### src/rtl/sbs_pkg.sv
package sbs_pkg;

  localparam int unsigned LANES  = 4;
  localparam int unsigned LANE_W = 9;

  typedef enum logic {
    ORDER_LINEAR     = 1'b0,
    ORDER_INTERLEAVE = 1'b1
  } burst_order_e;

  // Low address bits of beat 'cnt' for a burst starting at 'start'.
  function automatic logic [1:0] beat_offset(input logic [1:0] start,
                                             input logic [1:0] cnt,
                                             input burst_order_e ord);
    logic [1:0] r;
    if (ord == ORDER_INTERLEAVE) r = start ^ cnt;
    else                         r = start + cnt;
    return r;
  endfunction

endpackage

### src/rtl/sbs_burst_ctrl.sv
module sbs_burst_ctrl
  import sbs_pkg::*;
#(
  parameter int unsigned ADDR_W = 6,
  parameter int unsigned NLANE  = LANES
) (
  input  logic              clk,
  input  logic              rst_n,
  input  logic              cen_n,
  input  logic              sel,
  input  logic              adv_ld_n,
  input  logic              we_n,
  input  logic [NLANE-1:0]  bw_n,
  input  logic              mode,
  input  logic [ADDR_W-1:0] addr,
  output logic              acc_active,
  output logic              acc_write,
  output logic [ADDR_W-1:0] acc_addr,
  output logic [NLANE-1:0]  acc_bw_n
);

  localparam int unsigned HI_W = ADDR_W - 2;

  logic              act_q,   act_d;
  logic              wr_q,    wr_d;
  logic [HI_W-1:0]   base_q,  base_d;
  logic [1:0]        start_q, start_d;
  logic [1:0]        cnt_q,   cnt_d;
  burst_order_e      ord_q,   ord_d;
  logic [NLANE-1:0]  bw_q,    bw_d;

  always_comb begin
    act_d   = act_q;
    wr_d    = wr_q;
    base_d  = base_q;
    start_d = start_q;
    cnt_d   = cnt_q;
    ord_d   = ord_q;
    bw_d    = bw_q;
    if (!cen_n) begin
      bw_d = bw_n;
      if (!adv_ld_n) begin
        if (sel) begin
          act_d   = 1'b1;
          wr_d    = !we_n;
          base_d  = addr[ADDR_W-1:2];
          start_d = addr[1:0];
          cnt_d   = 2'd0;
          ord_d   = burst_order_e'(mode);
        end else begin
          act_d = 1'b0;
        end
      end else if (act_q) begin
        cnt_d = cnt_q + 2'd1;
      end
    end
  end

  always_ff @(posedge clk or negedge rst_n) begin
    if (!rst_n) begin
      act_q   <= 1'b0;
      wr_q    <= 1'b0;
      base_q  <= '0;
      start_q <= 2'd0;
      cnt_q   <= 2'd0;
      ord_q   <= ORDER_LINEAR;
      bw_q    <= '1;
    end else if (!cen_n) begin
      act_q   <= act_d;
      wr_q    <= wr_d;
      base_q  <= base_d;
      start_q <= start_d;
      cnt_q   <= cnt_d;
      ord_q   <= ord_d;
      bw_q    <= bw_d;
    end
  end

  assign acc_active = act_q;
  assign acc_write  = wr_q;
  assign acc_addr   = {base_q, beat_offset(start_q, cnt_q, ord_q)};
  assign acc_bw_n   = bw_q;

  // a disabled edge leaves all control state untouched
  a_r1_stall_holds: assert property (@(posedge clk) disable iff (!rst_n)
    cen_n |=> $stable({act_q, wr_q, base_q, start_q, cnt_q, ord_q, bw_q}));

  // an advance edge during an access steps the beat count with wrap
  a_r7_beat_step: assert property (@(posedge clk) disable iff (!rst_n)
    (!cen_n && adv_ld_n && act_q) |=> (cnt_q == 2'($past(cnt_q) + 2'd1)));

  // advance edges keep the access type
  a_r9_type_kept: assert property (@(posedge clk) disable iff (!rst_n)
    (!cen_n && adv_ld_n) |=> (wr_q == $past(wr_q)));

  // advance edges never wake a deselected device
  a_r10_idle_advance: assert property (@(posedge clk) disable iff (!rst_n)
    (!cen_n && adv_ld_n && !act_q) |=> !act_q);

endmodule

### src/rtl/sbs_lane_array.sv
module sbs_lane_array
  import sbs_pkg::*;
#(
  parameter int unsigned ADDR_W = 6,
  parameter int unsigned NLANE  = LANES,
  parameter int unsigned LW     = LANE_W
) (
  input  logic                clk,
  input  logic                wr_en,
  input  logic [NLANE-1:0]    wr_mask_n,
  input  logic [ADDR_W-1:0]   word_addr,
  input  logic [NLANE*LW-1:0] wr_data,
  output logic [NLANE*LW-1:0] rd_data
);

  localparam int unsigned DEPTH = 1 << ADDR_W;

  for (genvar g = 0; g < NLANE; g++) begin : g_lane
    logic [LW-1:0] store [DEPTH];

    always_ff @(posedge clk) begin
      if (wr_en && !wr_mask_n[g]) begin
        store[word_addr] <= wr_data[g*LW +: LW];
      end
    end

    assign rd_data[g*LW +: LW] = store[word_addr];
  end

endmodule

### src/rtl/sync_burst_sram.sv
module sync_burst_sram
  import sbs_pkg::*;
#(
  parameter int unsigned ADDR_W = 6,
  parameter int unsigned NLANE  = LANES,
  parameter int unsigned LW     = LANE_W,
  localparam int unsigned DQ_W  = NLANE * LW
) (
  input  logic              clk,
  input  logic              rst_n,
  input  logic              cen_n,
  input  logic              ce1_n,
  input  logic              ce2,
  input  logic              ce3_n,
  input  logic              adv_ld_n,
  input  logic              we_n,
  input  logic [NLANE-1:0]  bw_n,
  input  logic              mode,
  input  logic              oe_n,
  input  logic [ADDR_W-1:0] addr,
  input  logic [DQ_W-1:0]   dq_in,
  output logic [DQ_W-1:0]   dq_out,
  output logic              dq_oe
);

  logic              sel;
  logic              acc_active;
  logic              acc_write;
  logic [ADDR_W-1:0] acc_addr;
  logic [NLANE-1:0]  acc_bw_n;
  logic              wr_fire;
  logic [DQ_W-1:0]   rd_word;

  assign sel = !ce1_n && ce2 && !ce3_n;

  sbs_burst_ctrl #(.ADDR_W(ADDR_W), .NLANE(NLANE)) u_ctrl (
    .clk        (clk),
    .rst_n      (rst_n),
    .cen_n      (cen_n),
    .sel        (sel),
    .adv_ld_n   (adv_ld_n),
    .we_n       (we_n),
    .bw_n       (bw_n),
    .mode       (mode),
    .addr       (addr),
    .acc_active (acc_active),
    .acc_write  (acc_write),
    .acc_addr   (acc_addr),
    .acc_bw_n   (acc_bw_n)
  );

  // A pending write beat completes on the next enabled edge.
  assign wr_fire = !cen_n && acc_active && acc_write;

  sbs_lane_array #(.ADDR_W(ADDR_W), .NLANE(NLANE), .LW(LW)) u_array (
    .clk       (clk),
    .wr_en     (wr_fire),
    .wr_mask_n (acc_bw_n),
    .word_addr (acc_addr),
    .wr_data   (dq_in),
    .rd_data   (rd_word)
  );

  always_comb begin
    dq_oe  = acc_active && !acc_write && !oe_n;
    dq_out = dq_oe ? rd_word : '0;
  end

  // a deselect edge releases the bus in the next cycle
  a_r10_deselect_off: assert property (@(posedge clk) disable iff (!rst_n)
    (!cen_n && !adv_ld_n && !sel) |=> !dq_oe);

  // bus stays released while a loaded write awaits its data
  a_r6_write_no_drive: assert property (@(posedge clk) disable iff (!rst_n)
    (!cen_n && !adv_ld_n && sel && !we_n) |=> !dq_oe);

endmodule

### config.mk
export PLATFORM = sky130hd
export DESIGN_NAME = sync_burst_sram
export DESIGN_NICKNAME = d
export VERILOG_FILES = /design/src/rtl/sbs_pkg.sv /design/src/rtl/sbs_burst_ctrl.sv /design/src/rtl/sbs_lane_array.sv /design/src/rtl/sync_burst_sram.sv
export SDC_FILE = /design/constraint.sdc
export NUM_CORES = 2
export LEC_CHECK = 0
export CORE_MARGIN = 2
export CORE_UTILIZATION = 40
export CTS_BUF_LIST = sky130_fd_sc_hd__clkbuf_4
export CTS_CLUSTER_DIAMETER = 200
export DETAILED_ROUTE_END_ITERATION = 12
export PLACE_DENSITY = 0.58
export SLEW_MARGIN = 0
export SYNTH_ARGS = -nofsm -noshare
export SYNTH_HDL_FRONTEND = slang
export SYNTH_HIERARCHICAL = 1
export SYNTH_SLANG_ARGS = --single-unit
### constraint.sdc
create_clock -name clk -period 3.6 [get_ports clk]
set_clock_uncertainty 0.15 [all_clocks]
set_input_delay 0.54 -clock clk [delete_from_list [all_inputs] [get_ports clk]]
set_output_delay 0.54 -clock clk [all_outputs]
set_load 0.005 [all_outputs]
==> flow_metrics.py <==
metrics = {
    "synth": {
        "async_flop_share": 0.00647,
        "synth.avg_cell_area_um2": 17.0,
        "yosys.area.top_type": "edfxtp_1",
        "postSynthNetCount": 5330,
        "synth_ff_type": "edfxtp_1",
        "synth-edff-count": 2304,
        "synth_cell_types": 74,
        "synth.top_cell.area_share": 0.771,
        "synth_seq_cells": 2319,
        "yosysSeqAreaShare": 0.775,
        "synth.area.top_cells": "edfxtp_1 77%, a221oi_1 3.5%, a22oi_1 3.2%",
        "syn-cell-area_mm2": 0.0897,
        "syn_inst": 5273,
        "ys_warn_count": 6,
    },
    "worst_setup_path": {
        "critPathRequiredTime_ns": 2.91,
        "start_kind": "flip-flop",
        "critical_path_arrival_ns": 4.94,
        "slowest_delay_ns": 0.69,
        "cp_slowest_cell": "nor4bb_4",
        "path_cells": "ha_4 -> nor2b_4 -> xnor2_4 -> buf_12 -> buf_8 -> and2_4 -> buf_12 -> buf_6 -> a22oi_1 -> a31oi_1 -> o21ai_1 -> nand4_1 -> a211o_1 -> nor4bb_4 -> buf_2",
        "crit_family": "simple AND/OR/NAND/NOR gates",
        "path_class": "flip-flop to output pin",
        "cpMostUsedCell": "buf_12",
        "critical_path_buf_inv_count": 5,
        "end_kind": "output pin",
        "cp_max_fo": 13,
    },
    "grt": {
        "grt_overflow": 0,
        "antenna_found_initial": 16,
        "grt_pass1_vias": 59600,
        "grt_start_max_net_pins": 65,
        "track_usage": 0.258,
        "grt_pass1_wl_mm": 426,
    },
    "cts": {
        "clock-sinks": 2319,
        "cts_tree": "built",
        "cts_made_buffers": 598,
        "clkLatencyLatePin_ns": 1.42,
        "clkSlewWorstSetupHoldPaths_ns": 0.07,
        "clockBufferDepth": 4,
        "clock-root-buffer": "clkbuf_4",
        "cts_max_level": 6,
    },
    "cells_and_area": {
        "layout.nets": 6908,
        "drive_above_1_share": 0.377,
        "final_cell_mix": "2,304 x edfxtp_1, 976 x buf_4, 844 x clkbuf_4",
        "areaGrowthSynthToFinish_pct": 27.1,
        "finalInstanceArea_mm2": 0.114,
        "multi_input_area_mm2": 0.0205,
        "fillers": 18300,
        "final_common_cell": "edfxtp_1",
        "final-seq-area_mm2": 0.0696,
    },
    "route": {
        "dr.pass1.iters": 8,
        "drtIter0Drc": 6971,
        "wl_per_cell_um": 29.5,
        "via_per_inst": 5.85,
        "routed_wl_mm": 302,
        "drc_errors": 0,
        "vias": 59700,
        "antenna_left": 0,
    },
    "timing": {
        "clock.fmax_mhz": 178,
        "rsz0062_at_grt": "yes",
        "fin_crit_ns": 5.63,
        "worst_pin_slew_ns": 1.35,
        "maxSlewHeadroom": 0.103,
        "finalSetupViolCount": 36,
        "timing.final.crit_share": 1.56,
        "setup_slack_ns": -2.03,
        "hold_violations": 0,
        "drv_slew": 0,
        "hold_slack_ns": 0.121,
        "setup_tns_ns": -68.12,
    },
    "power": {
        "p_comb_frac": 0.358,
        "vdd_drop_max_mv": 0.532,
        "p_switching_mw": 26.6,
        "p_clk_frac": 0.268,
        "power.density_mw_per_mm2": 698,
        "internal_power_mw": 53.0,
        "power_leakage_nw": 38.9,
        "p_seq_frac": 0.374,
        "swShare": 0.335,
    },
    "floorplan": {
        "start_util": 0.403,
        "rows": 173,
        "core_area_mm2": 0.223,
        "die_h_um": 478,
        "die_area_mm2": 0.228,
        "io_pins": 93,
        "dieWidth_um": 478,
    },
    "job": {
        "drv_cap": 0,
    },
    "outcome": {
        "violations": "negative setup slack",
        "status": "finished, violations left",
    },
    "place": {
        "place_hpwl_mm": 194,
        "io_buffers": 92,
        "placed_cell_area_mm2": 0.102,
        "gp_congestion": 0.884,
        "pre_cts_ws_ns": -1.45,
    },
    "hold_path": {
        "worstHoldPathType": "input port to flip-flop",
    },
}
flip-flops by register name, indices dropped and copies added (netlist names):
signal	count
u_array/g_lane.store	2304
u_ctrl/acc_active	1
u_ctrl/acc_bw_n	4
u_ctrl/acc_write	1
u_ctrl/base_q	4
u_ctrl/cnt_q	2
u_ctrl/ord_q	1
u_ctrl/start_q	2
final cells by class:
class / instances / area share
multi-input cells: 2535 / 0.180
flip-flops and latches: 2319 / 0.610
clock inverters: 136 / 0.00538
well taps: 2975 / 0.0326
diodes: 5 / 0.000110
repair buffers: 1395 / 0.116
inverters: 2 / 0.000132
clock buffers: 844 / 0.0556
per-layer routing:
| metal | part of all wire | global-route usage | up-vias |
|---|---|---|---|
| li1 | - | - | 25300 |
| met1 | 0.38 | 0.335 | 30500 |
| met2 | 0.48 | 0.414 | 3322 |
| met3 | 0.091 | 0.0554 | 627 |
| met4 | 0.048 | 0.125 | 4 |
| met5 | 0.000090 | 0 | - |
synthesized netlist by cell type, types with 54 or more instances:
cell type,count
a21oi_1,171
buf_2,155
a221oi_1,358
mux2_2,120
clkbuf_1,168
nor2_1,402
mux2i_1,142
a22o_1,73
o22ai_1,124
edfxtp_1,2304
mux4_2,54
nand2_1,123
o21ai_0,230
a22oi_1,384
cells by family (layout without fill, tap and decap cells):
group                    count (synthesis)  after routing  share of synthesized area
flip-flops                            2319           2319                      0.775
other                                    0              5                          0
XOR/XNOR                                 2              2                   0.000195
multiplexers                           316            316                     0.0444
adder cells (fa/ha/maj)                  1              1                   0.000139
AO/OA/AOI/OAI                         1490           1490                      0.119
AND/OR/NAND/NOR                        726            726                     0.0388
buffers and inverters                  419           2377                     0.0226
path summary, 6_finish.rpt:
path	startpoint	to	slack [ns]	depth (start not counted)
max	u_ctrl/cnt_q[0]$_DFFE_PN0P_	dq_out[13]	-2.03	15
min	dq_in[26]	u_array/g_lane[2].store[0][8]$_DFFE_PP_	0.12	2
max reg2reg	u_ctrl/cnt_q[0]$_DFFE_PN0P_	u_array/g_lane[1].store[31][8]$_DFFE_PP_	0.16	15
min reg2reg	u_ctrl/cnt_q[1]$_DFFE_PN0P_	u_ctrl/cnt_q[1]$_DFFE_PN0P_	0.57	2
max in group asynchronous	rst_n	u_ctrl/base_q[0]$_DFFE_PN0P_	1.77	4
min in group asynchronous	rst_n	u_ctrl/acc_bw_n[2]$_DFFE_PN1N_	0.53	3
metrics by stage:
step	total power [mW]	cells	util
after floorplan	41.1	5273	-
after global placement	53.0	9002	0.457
after detailed placement	53.1	9002	0.457
after CTS	78.8	10200	0.508
after global routing	82.4	10200	0.512
final	79.6	10200	0.512
power groups by stage:
| stage | clock [mW] | sequential (mW) | combinational, mW |
|---|---|---|---|
| final | 21.3 | 29.8 | 28.5 |
| after global routing | 23.1 | 29.7 | 29.5 |
| after CTS | 21.7 | 29.8 | 27.3 |
| after detailed placement | 0 | 30.4 | 22.8 |
| after global placement | 0 | 30.4 | 22.7 |
| after floorplan | 0 | 30.3 | 10.8 |
what timing repair did:
action                                  in CTS  in global routing
endpoints found under the setup margin      42                 98
buffers inserted                            90                 28
hold buffers                                97                  0
cloned                                      24                  3
gates resized for setup                    672                150
endpoints found under the hold margin     2297                  0
pin swaps                                  208                 94
Note: power is estimated with default switching activity, not from simulation.
